### src/rtl/pc_pkg.sv
package pc_pkg;

   typedef enum logic [1:0] {
      NXT_SEQ = 2'd0,
      NXT_ABS = 2'd1,
      NXT_REL = 2'd2
   } nxt_sel_e;

endpackage

### src/rtl/pc_sel_dec.sv
module pc_sel_dec
   import pc_pkg::*;
(
   input  logic     jump_abs,
   input  logic     br_ne,
   input  logic     br_eq,
   input  logic     zflag,
   output nxt_sel_e sel
);

   logic ne_hit;
   logic eq_hit;

   assign ne_hit = br_ne & ~zflag;
   assign eq_hit = br_eq & zflag;

   always_comb begin
      if (jump_abs)
         sel = NXT_ABS;
      else if (ne_hit || eq_hit)
         sel = NXT_REL;
      else
         sel = NXT_SEQ;
   end

endmodule

### src/rtl/pc_next_calc.sv
module pc_next_calc
   import pc_pkg::*;
#(
   parameter int ADDR_W     = 8,
   parameter int IMM_W      = 8,
   parameter int STEP       = 1,
   parameter bit REL_SIGNED = 1'b0
) (
   input  logic [ADDR_W-1:0] cur,
   input  logic [IMM_W-1:0]  imm,
   input  nxt_sel_e          sel,
   output logic [ADDR_W-1:0] nxt
);

   localparam logic [ADDR_W-1:0] STEP_V = ADDR_W'(STEP);

   logic [ADDR_W-1:0] imm_abs;
   logic [ADDR_W-1:0] imm_off;
   logic [ADDR_W-1:0] seq_addr;
   logic [ADDR_W-1:0] rel_addr;

   assign imm_abs = ADDR_W'(imm);

   generate
      if (REL_SIGNED) begin : g_off_signed
         assign imm_off = ADDR_W'($signed(imm));
      end else begin : g_off_unsigned
         assign imm_off = ADDR_W'(imm);
      end
   endgenerate

   assign seq_addr = cur + STEP_V;
   assign rel_addr = cur + imm_off;

   always_comb begin
      unique case (sel)
         NXT_ABS: nxt = imm_abs;
         NXT_REL: nxt = rel_addr;
         default: nxt = seq_addr;
      endcase
   end

endmodule

### src/rtl/pc_state_reg.sv
module pc_state_reg #(
   parameter int                ADDR_W    = 8,
   parameter logic [ADDR_W-1:0] RESET_VAL = '0
) (
   input  logic              clk,
   input  logic              rst_n,
   input  logic [ADDR_W-1:0] d,
   output logic [ADDR_W-1:0] q
);

   always_ff @(posedge clk or negedge rst_n) begin
      if (!rst_n)
         q <= RESET_VAL;
      else
         q <= d;
   end

endmodule

### src/rtl/branch_pc.sv
module branch_pc
   import pc_pkg::*;
#(
   parameter int ADDR_W     = 8,
   parameter int IMM_W      = 8,
   parameter int STEP       = 1,
   parameter bit REL_SIGNED = 1'b0
) (
   input  logic              clk,
   input  logic              rst_n,
   input  logic              jump_abs,
   input  logic              br_ne,
   input  logic              br_eq,
   input  logic              zflag,
   input  logic [IMM_W-1:0]  imm,
   output logic [ADDR_W-1:0] pc_q
);

   localparam int ADDR_SPAN = 1 << ADDR_W;

   generate
      if (ADDR_W < 1 || ADDR_W > 30) begin : g_bad_addr_w
         $error("branch_pc: ADDR_W out of range");
      end
      if (IMM_W < 1 || IMM_W > ADDR_W) begin : g_bad_imm_w
         $error("branch_pc: IMM_W must be 1..ADDR_W");
      end
      if (STEP < 1 || STEP >= ADDR_SPAN) begin : g_bad_step
         $error("branch_pc: STEP must be 1..2**ADDR_W-1");
      end
   endgenerate

   nxt_sel_e          sel;
   logic [ADDR_W-1:0] nxt;

   pc_sel_dec u_dec (
      .jump_abs (jump_abs),
      .br_ne    (br_ne),
      .br_eq    (br_eq),
      .zflag    (zflag),
      .sel      (sel)
   );

   pc_next_calc #(
      .ADDR_W     (ADDR_W),
      .IMM_W      (IMM_W),
      .STEP       (STEP),
      .REL_SIGNED (REL_SIGNED)
   ) u_calc (
      .cur (pc_q),
      .imm (imm),
      .sel (sel),
      .nxt (nxt)
   );

   pc_state_reg #(
      .ADDR_W    (ADDR_W),
      .RESET_VAL ('0)
   ) u_reg (
      .clk   (clk),
      .rst_n (rst_n),
      .d     (nxt),
      .q     (pc_q)
   );

endmodule

### config.mk
export PLATFORM = sky130hd
export DESIGN_NAME = branch_pc
export DESIGN_NICKNAME = d
export VERILOG_FILES = /design/src/rtl/pc_pkg.sv /design/src/rtl/pc_sel_dec.sv /design/src/rtl/pc_next_calc.sv /design/src/rtl/pc_state_reg.sv /design/src/rtl/branch_pc.sv
export SDC_FILE = /design/constraint.sdc
export NUM_CORES = 1
export LEC_CHECK = 0
export BUFFER_PORTS_ARGS = -buffer_cell sky130_fd_sc_hd__buf_2
export CAP_MARGIN = 0
export CELL_PAD_IN_SITES_DETAIL_PLACEMENT = 1
export CELL_PAD_IN_SITES_GLOBAL_PLACEMENT = 1
export CORE_UTILIZATION = 35
export DETAILED_ROUTE_END_ITERATION = 10
export HOLD_SLACK_MARGIN = 0.02
export PLACE_DENSITY_LB_ADDON = 0.1
export SYNTH_ARGS = -nofsm -noshare
export SYNTH_HDL_FRONTEND = slang
export SYNTH_HIERARCHICAL = 1
export SYNTH_SLANG_ARGS = --single-unit
### constraint.sdc
create_clock -name clk -period 2.47 [get_ports clk]
set_input_delay 0.1235 -clock clk [delete_from_list [all_inputs] [get_ports clk]]
set_output_delay 0.1235 -clock clk [all_outputs]
set_load 0.03 [all_outputs]
== Yosys cells after proc, flatten, opt, wreduce, memory -nomap -nowiden ==
Index checks and enable logic that the tools add are counted.

* Input port bits: 14
* Word-level logic and storage cells: 12
* Register bits after elaboration: 8
* Output and inout bits: 8

* $add $sub $neg: 2
* Bitwise gates (word level): 3
* Eq/ne operators: 2
* Reduce and logical (&&, ||, !) cells: 1
* Multiplexer cells: 3

{| class="wikitable"
|+ Operators by type and width
! operator !! number
|-
| 8-bit case mux with 2 select lines || 1
|-
| 8-bit by 1-bit adder with 8-bit output (second input constant) || 1
|-
| 8-bit adder || 1
|-
| 2-bit two-way mux || 2
|-
| 1-bit bitwise AND || 2
|-
| 2-bit by 1-bit equality test with 1-bit output (second input constant) || 1
|-
| 2-bit equality test (second input constant) || 1
|-
| 1-bit logical OR || 1
|-
| 1-bit inverter || 1
|}

== Longest topological paths before layout ==
Gate-level depths: netlist (run 1).

* Depth in word-level cells: 7
* Mapped depth: 13
* Gate-level depth less buffers: 13

== Modules after synthesis ==
Netlist (run 1), hierarchy kept.

{| class="wikitable"
|+ By module, submodules not included
! module !! area each (um^2) !! sequential area each (um^2) !! cells each !! instances
|-
| pc_next_calc || 457.9 || 0.0 || 69 || 1
|-
| pc_state_reg || 200.2 || 200.2 || 8 || 1
|-
| pc_sel_dec || 21.3 || 0.0 || 3 || 1
|}

== Worst setup path after synthesis (run 1) ==
Ideal clock, no wire load.

* Path type: input port to flip-flop
* Start: input zflag
* End: register u_reg.q[7]
* Cell stages on the path: 12
* Setup slack: 0.163 ns
* Path buffers: 0
* Required time: 2.369 ns
* Arrival time: 2.206 ns
* Setup time: 0.101 ns
* Path through: mux2i_1 -> nor2_1 -> nor2b_1 -> nand2_1 -> inv_1 -> ha_1 -> a211oi_2 -> nor3_1 -> a211oi_2 -> xnor2_1 -> and3_1 -> nor4_1

* Longest elaborated chain between the ends: 7
* Elaborated cells on any way between the ends: 9
* Classes of those cells: eq/ne: 2; mux: 3; bitwise: 3; reduce/logical: 1

{| class="wikitable"
|+ Ends and longest elaborated chain
! what !! line !! text
|-
| start, declared || branch_pc.sv:14 || <nowiki>input logic zflag,</nowiki>
|-
| 1-bit inverter || pc_sel_dec.sv:14 || <nowiki>assign ne_hit = br_ne & ~zflag;</nowiki>
|-
| 1-bit bitwise AND || pc_sel_dec.sv:14 ||
|-
| 1-bit logical OR (*) || pc_sel_dec.sv:20 || <nowiki>else if (ne_hit || eq_hit)</nowiki>
|-
| 2-bit two-way mux (*) || pc_sel_dec.sv:20 ||
|-
| 2-bit two-way mux (*) || pc_sel_dec.sv:18 || <nowiki>if (jump_abs)</nowiki>
|-
| net sel[1] || branch_pc.sv:33 || <nowiki>nxt_sel_e sel;</nowiki>
|-
| 2-bit equality test or 2-bit by 1-bit equality test with 1-bit output (tied branches) || pc_next_calc.sv:36 || <nowiki>unique case (sel)</nowiki>
|-
| 8-bit case mux with 2 select lines (*) || pc_next_calc.sv:36 ||
|-
| net nxt[7] || branch_pc.sv:34 || <nowiki>logic [ADDR_W-1:0] nxt;</nowiki>
|-
| end signal, assigned || pc_state_reg.sv:13 || <nowiki>q <= RESET_VAL;</nowiki>
|-
| end signal, assigned || pc_state_reg.sv:15 || <nowiki>q <= d;</nowiki>
|-
| end, declared || pc_state_reg.sv:8 || <nowiki>output logic [ADDR_W-1:0] q</nowiki>
|}

Mark *: on every way through the listed nets, which the timed path passes. The rest lies on a longest branch.

== Worst setup path in the final report (run 1) ==
* Start: input zflag
* End: register u_reg.q[6]

The elaborated chain is that of the path after synthesis.

==> impl_results.md, run 1 <==
* Number of enable-type register cells in the synthesized netlist at 0
* Number of global-route vias before repair at approximately 650
* Multi-input gate area at approximately 440 µm²
* DRT iter0 DRCs at 4
* Class of the most critical hold timing path: in2reg
* Total CTS buffers at 3
* Number of cells produced by synthesis at 80
* Width of the chip at about 46 µm
* Ratio of routed vias to standard cells at roughly 5
* CP max stage cell: fa_1
* CP Data Arrival Time at between 2 and 2.5 ns
* Final-report setup violation count at 0
* Wire length on met2 at approximately 850 µm
* Largest net degree at the start of global routing at 10
* Number of flip-flops under the largest register name at 8
* Global-route total usage across every layer at approximately a fifth
* Buffers from clock root to sink, at most at 2
* Number of antenna violations at the first check in global routing at 0
* Final total power at around 710 µW
* Synthesized flop and latch total at 8
* Number of rows created at floorplan at 15
* Max IR drop VDD at about 0.35 mV
* Via count of the routed design at around 660
* Post-synthesis compound-gate area fraction at between 15 and 20%
* Number of cells after detailed placement at 129
* Crit Path Class: in2reg
* Critical Path End Type: flip-flop
* Critical path startpoint category: primary input
* Fill cell count at 241
* TritonCTS clock tree: done
* Hold-fix buffers at CTS at 1
* FMAX at approximately 450 MHz
* Metal1 wirelength at a little under 800 µm
* Num ports at 22
* Weighted congestion at the end of routability-driven global placement at approximately 0.75
* Starting density of the core at slightly below 40%
* H-tree levels at 1
* Top area cells in the synthesized netlist: dfrtp_1 29%, ha_1 13%, a21oi_1 6.6%, and2_1 4.6%, nand2_1 4.4%
* Worst path setup slack after routing at 0.258 ns
* Clock-pin slew reported for the worst setup and hold paths after clock tree synthesis at roughly 0.060 ns
* Fraction of synthesized cell area in xor and xnor cells at between 5 and 6%
* Area enclosed by the die boundary at approximately 2100 µm²
* Clock root buffer master: clkbuf_4
* Power per Cell Area at ~810 nW/µm²
* Antenna Violating Nets Remaining at 0
* Hpwl dp at roughly 1400 µm
* Final Hold Vio Count at 0
* Share of the clock period used by the worst path at between 80% and 90%
* Layout Nets at ~130
* Non-filler instance count after layout at around 130
* Number of max-slew violations in the final report at 0
* Register with the most flip-flops: u_reg/q
* Top FF cell, synth: dfrtp_1
* Layout Cell Area excl Fill at a little under 900 µm²
* CP delay by family, top: compound AO/OA/AOI/OAI gates
* Most frequently used cell type in the post-synthesis netlist: a21oi_1
* Slew HR at 63.4%
* RSZ-0062 raised after global routing: no
* Diode insertion count for antenna repair at 0
* Post-detailed-placement cell area at 838 µm²
* Cell-by-cell trace of the critical path: buf_2 > mux2i_1 > nor2_1 > nor2b_1 > buf_4 > nand2b_1 > ha_1 > inv_1 > fa_1 > nor2b_1 > o21ai_0 > a21oi_1 > o21ai_0 > o311ai_0
* LEAKAGE at approximately 0.00044 µW
* Worst Clk Skew at between 0.001 and 0.0015 ns
* Placeable core region at approximately 1800 µm²
* Met3 routed WL at 41 µm
* Delay of the slowest cell on the worst path at approximately 0.40 ns
* Fraction of final layout cells with drive strength greater than 1 at roughly 30%
* CTS-repair resized insts at 0
* Layout-stage area growth over the synthesis result at 28.2%
* Synthesized area per cell at ~8.5 µm²
* Netlist Area Pre-Place at 679 µm²
* Library cells used by synthesis at 27
* Status: finished, final reports clean
* Highest metal layer with signal wires: met4
* Grt ovf at 0
* Crit Path Max Fanout at 8
* Number of warnings issued by yosys at 6
* First-pass GRT wire length at between 2000 and 3000 µm
* Total nets after synthesis at roughly 100
* Registers with the most flip-flops: u_reg/q (8)
* Area fraction of the dominant cell type after synthesis at 29.5%
* Proportion of register bits with asynchronous set or reset after synthesis at between 90% and 100%
* DRC violation count after routing at 0
* Post-DR wirelength/cell at 12.7 µm
* Minimum clock period after layout at about 2.2 ns
* Proportion of synthesized chip area in sequential cells at between 20% and 30%
* Total area of sequential cells at roughly 200 µm²
* Post-synthesis share of cell area spent on and, or, nand and nor gates at 24.5%
* Final sum of negative setup slack at 0 ns
* Worst-Margin Slew at roughly 0.55 ns
* Mux cell area share after synthesis at about 1.5%
* Worst setup timing slack at the placement stage at -0.0116 ns
* Maxcap violations at 0
* Critical path buffer and inverter count at 3
* Number of detailed-route iterations in the first pass at 4
* Required time worst endpoint at 2.61 ns
* Clock insertion delay at the later pin of the skew report at 0.25 ns
* Routed wire length at about 1700 µm
* Dominant combinational cell family by area after synthesis: simple AND/OR/NAND/NOR gates
* Yosys top cell by area: dfrtp_1
* Adder-Cell Fraction of Synth Area at 15.8%
* Synth top cells by count: 9 x a21oi_1, 8 x dfrtp_1, 8 x nand2_1
* TritonCTS Sinks at 8
* Vertical die dimension at ~46 µm
* Number of post-CTS setup repair buffers at 0
* Port bufs at 21
## per-stage QoR
| stage | utilization [%] | hold WS [ns] |
|---|---|---|
| final | 49.4 | 0.0809 |
| after global routing | 49.4 | 0.0972 |
| after CTS | 49.4 | 0.0824 |
| after detailed placement | 47.5 | -0.00634 |
| after global placement | 47.5 | -0.0110 |
| after floorplan | - | -0.172 |
## worst paths after layout
path                                       from                   end  slack, ns  cells past startpoint
max in group asynchronous                 rst_n  u_reg/q[1]$_DFF_PN0_       2.03                      2
hold reg to reg            u_reg/q[0]$_DFF_PN0_  u_reg/q[0]$_DFF_PN0_       0.65                      3
setup / recovery                          zflag  u_reg/q[6]$_DFF_PN0_       0.26                     14
hold / removal                           imm[5]  u_reg/q[5]$_DFF_PN0_       0.08                      3
min in group asynchronous                 rst_n  u_reg/q[5]$_DFF_PN0_       0.25                      2
setup reg to reg           u_reg/q[0]$_DFF_PN0_  u_reg/q[6]$_DFF_PN0_       0.46                      8
## logic make-up after synthesis
kind of cell | count (synthesis)
AOI/OAI and AO/OA | 19
xor gates and xnor gates | 4
adders and majority gates | 8
buffers and inverters | 8
DFF | 8
muxes | 1
and+or+nand+nor | 32
## cell usage in the layout, fill, tap and decap left out, types with 2 or more instances in the layout
master	synthesis	routed
buf_4	1	6
nand2_1	8	8
inv_1	5	5
nand2b_1	2	2
and3_1	2	2
nor2_1	5	5
o21ai_0	5	5
clkbuf_4	0	3
buf_2	0	21
ha_1	7	7
xor2_1	3	3
dfrtp_1	8	8
and2_1	5	5
a211oi_2	2	2
nor3_1	2	2
nand3_1	2	2
nor2b_1	3	3
a21oi_1	9	9
## routing by layer
metal	vias up	global-route usage [%]
met5	-	0
met4	0	5.29
met3	2	3.92
met2	15	32.7
met1	311	25.0
li1	336	-
## power by group
group / internal [µW] / switching [µW] / leakage (µW)
Sequential: 174 / 24.3 / 0.0000937
Clock: 56.1 / 52.3 / 0.0000138
Combinational: 157 / 244 / 0.000334
Total: 387 / 320 / 0.000442
## area by class of cell
class,count,share of cell area [%]
tap,25,3.59
inverter,5,2.16
sequential,8,23.0
multi-input combinational,64,50.3
timing repair buffer,28,18.4
clock buffer,3,2.59
## worst min-delay path: cells and delay by family
family,cells,cell delay (ns)
AOI/OAI and AO/OA,1,0.05
buffers and inverters,1,0.08
and+or+nand+nor,1,0.04
(Power assumes the default switching activity.)
==> run 2, diff against run 1 <==
--- a/config.mk
+++ b/config.mk
@@ -9,6 +9,7 @@
 export CAP_MARGIN = 0
 export CELL_PAD_IN_SITES_DETAIL_PLACEMENT = 1
 export CELL_PAD_IN_SITES_GLOBAL_PLACEMENT = 1
+export CORE_MARGIN = 4
 export CORE_UTILIZATION = 35
 export DETAILED_ROUTE_END_ITERATION = 10
 export HOLD_SLACK_MARGIN = 0.02
==> run 2 against run 1 <==
Against the previous run: clock skew rose by 0.0044 ns; fmax rose by 0.73%; highest routed layer is now met3; combinational power rose by 1%; sequential share of layout area fell by 0.39 points; sequential power barely moved.
==> impl_results.md, run 2 (synthesis results as in run 1) <==
* Hpwl dp at 1420 µm
* Diode insertion count for antenna repair at 0
* Register with the most flip-flops: u_reg/q
* Most used cells in the layout excluding fill and tap cells: 21 x buf_2, 9 x a21oi_1, 8 x nand2_1, 8 x dfrtp_1
* Number of detailed-route iterations in the first pass at 3
* Via count of the routed design at 663
* Antenna Violating Nets Remaining at 0
* Placeable core region at about 1800 µm²
* Num ports at 22
* Ratio of routed vias to standard cells at between 4 and 5
* Total CTS buffers at 3
* Starting density of the core at around two fifths
* Launching instance or port of the critical path: zflag
* Worst Clk Skew at between 0.005 and 0.006 ns
* Fraction of the core area covered by cells at the end of the flow at roughly half
* Worst path setup slack after routing at roughly 0.27 ns
* Number of rows created at floorplan at 15
* Int Pwr at 392 µW
* Post-detailed-placement cell area at between 800 and 900 µm²
* Beginning of the worst hold path: imm[0]
* Share of the clock period used by the worst path at approximately nine tenths
* Number of global-route vias before repair at between 600 and 700
* Slew HR at between 60% and 70%
* Number of cells after detailed placement at between 100 and 150
* Critical Path End Type: flip-flop
* Max IR drop VDD at 0.426 mV
* Required time worst endpoint at roughly 2.6 ns
* First-pass GRT wire length at ~2800 µm
* Number of antenna violations at the first check in global routing at 0
* Most common cell after layout, fill and taps aside: buf_2
* TritonCTS clock tree: done
* Crit Path Max Fanout at 8
* Class of the most critical hold timing path: in2reg
* Routed wire length at around 1700 µm
* Switching share of power at between 40% and 50%
* Layout Nets at 133
* Total area of sequential cells at 200 µm²
* Multi-input gate area at around 450 µm²
* FMAX at approximately 460 MHz
* LEAKAGE at 0.000449 µW
* Comb power frac at between 50 and 60%
* Post-DR wirelength/cell at ~13 µm
* Status: finished, final reports clean
* Fill cell count at 233
* Area enclosed by the die boundary at between 2000 and 3000 µm²
* Non-filler instance count after layout at between 100 and 150
* Largest net degree at the start of global routing at 10
* TritonCTS Sinks at 8
* Width of the chip at ~52 µm
* Clock-pin slew reported for the worst setup and hold paths after clock tree synthesis at roughly 0.05 ns
* Grt ovf at 0
* Layout Cell Area excl Fill at around 890 µm²
* Minimum clock period after layout at between 2 and 2.5 ns
* Number of flip-flops under the largest register name at 8
* Number of post-CTS setup repair buffers at 0
* Startpoint of the worst register-to-register path: u_reg/q[0]$_DFF_PN0_
* Power per Cell Area at a little under 800 nW/µm²
* Final sum of negative setup slack at 0 ns
* Clock insertion delay at the later pin of the skew report at between 0.2 and 0.3 ns
* Number of max-slew violations in the final report at 0
* Clock power share at roughly 14%
* DRT iter0 DRCs at 2
* DRC violation count after routing at 0
* CP Data Arrival Time at 2.34 ns
* Final-report setup violation count at 0
* Final Hold Vio Count at 0
* Worst-Margin Slew at 0.572 ns
* Vertical die dimension at 52.1 µm
* Fraction of final layout cells with drive strength greater than 1 at 31.2%
* Buffers from clock root to sink, at most at 2
* RSZ-0062 raised after global routing: no
* Registers with the most flip-flops: u_reg/q (8)
* Weighted congestion at the end of routability-driven global placement at roughly 0.77
* Layout-stage area growth over the synthesis result at 30.4%
* Port bufs at 21
* Worst setup timing slack at the placement stage at -0.310 ns
* H-tree levels at 1
* Critical path startpoint category: primary input
* Global-route total usage across every layer at between 10% and 20%
* Crit Path Class: in2reg
* Switch Pwr at 312 µW
* Seq pwr share at between 20% and 30%
* Maxcap violations at 0
* Clock root buffer master: clkbuf_4
## run 2: repair_timing
action,CTS,global route
hold buffers,1,0
hold endpoints to repair,8,0
setup endpoints to repair,1,2
resized for setup,1,1
## run 2: cell type report
type                            count  area share (%)
Timing Repair Buffer               29            18.9
Inverter                            5            2.12
Sequential cell                     8            22.6
Clock buffer                        3            2.54
Tap cell                           25            3.53
Multi-Input combinational cell     64            50.3
## run 2: final timing paths
check | endpoint | slack [ns] | cells after the start
worst max-delay path | u_reg/q[7]$_DFF_PN0_ | 0.27 | 13
min in group asynchronous | u_reg/q[4]$_DFF_PN0_ | 0.24 | 2
max in group asynchronous | u_reg/q[2]$_DFF_PN0_ | 2.06 | 2
worst max register to register | u_reg/q[6]$_DFF_PN0_ | 0.43 | 8
worst min register to register | u_reg/q[0]$_DFF_PN0_ | 0.62 | 3
worst min-delay path | u_reg/q[0]$_DFF_PN0_ | 0.07 | 3
## run 2: worst max-delay path, cell delays in order
cell,delay (ns)
buf_2,0.10
mux2i_1,0.11
nor2_1,0.14
nor2b_4,0.26
nand2_1,0.12
inv_1,0.07
ha_1,0.24
a211oi_2,0.24
nor3_1,0.09
a211oi_2,0.22
xnor2_1,0.15
and3_1,0.21
nor4_1,0.27
## run 2: metal layers
| metal | up-vias | track usage, % | part of all wire (%) |
|---|---|---|---|
| met3 | 0 | 6.02 | 5.6 |
| met5 | - | 0 | 0 |
| met2 | 15 | 23.4 | 48 |
| met4 | 0 | 2.62 | 0 |
| li1 | 337 | - | - |
| met1 | 311 | 17.3 | 47 |
## run 2: metrics by stage
step,hold slack [ns],power [µW]
floorplan,-0.172,477
global placement,-0.0122,599
detailed placement,-0.0199,610
CTS,0.0712,716
global route,0.0685,767
finish,0.0736,704
## run 2: power groups by stage
stage | Clock [µW] | Sequential, µW | Combinational (µW)
6_report | 99.7 | 198 | 406
5_1_grt | 116 | 204 | 448
4_1_cts | 103 | 200 | 413
3_5_place_dp | 0 | 203 | 407
3_3_place_gp | 0 | 201 | 397
2_1_floorplan | 0 | 288 | 189
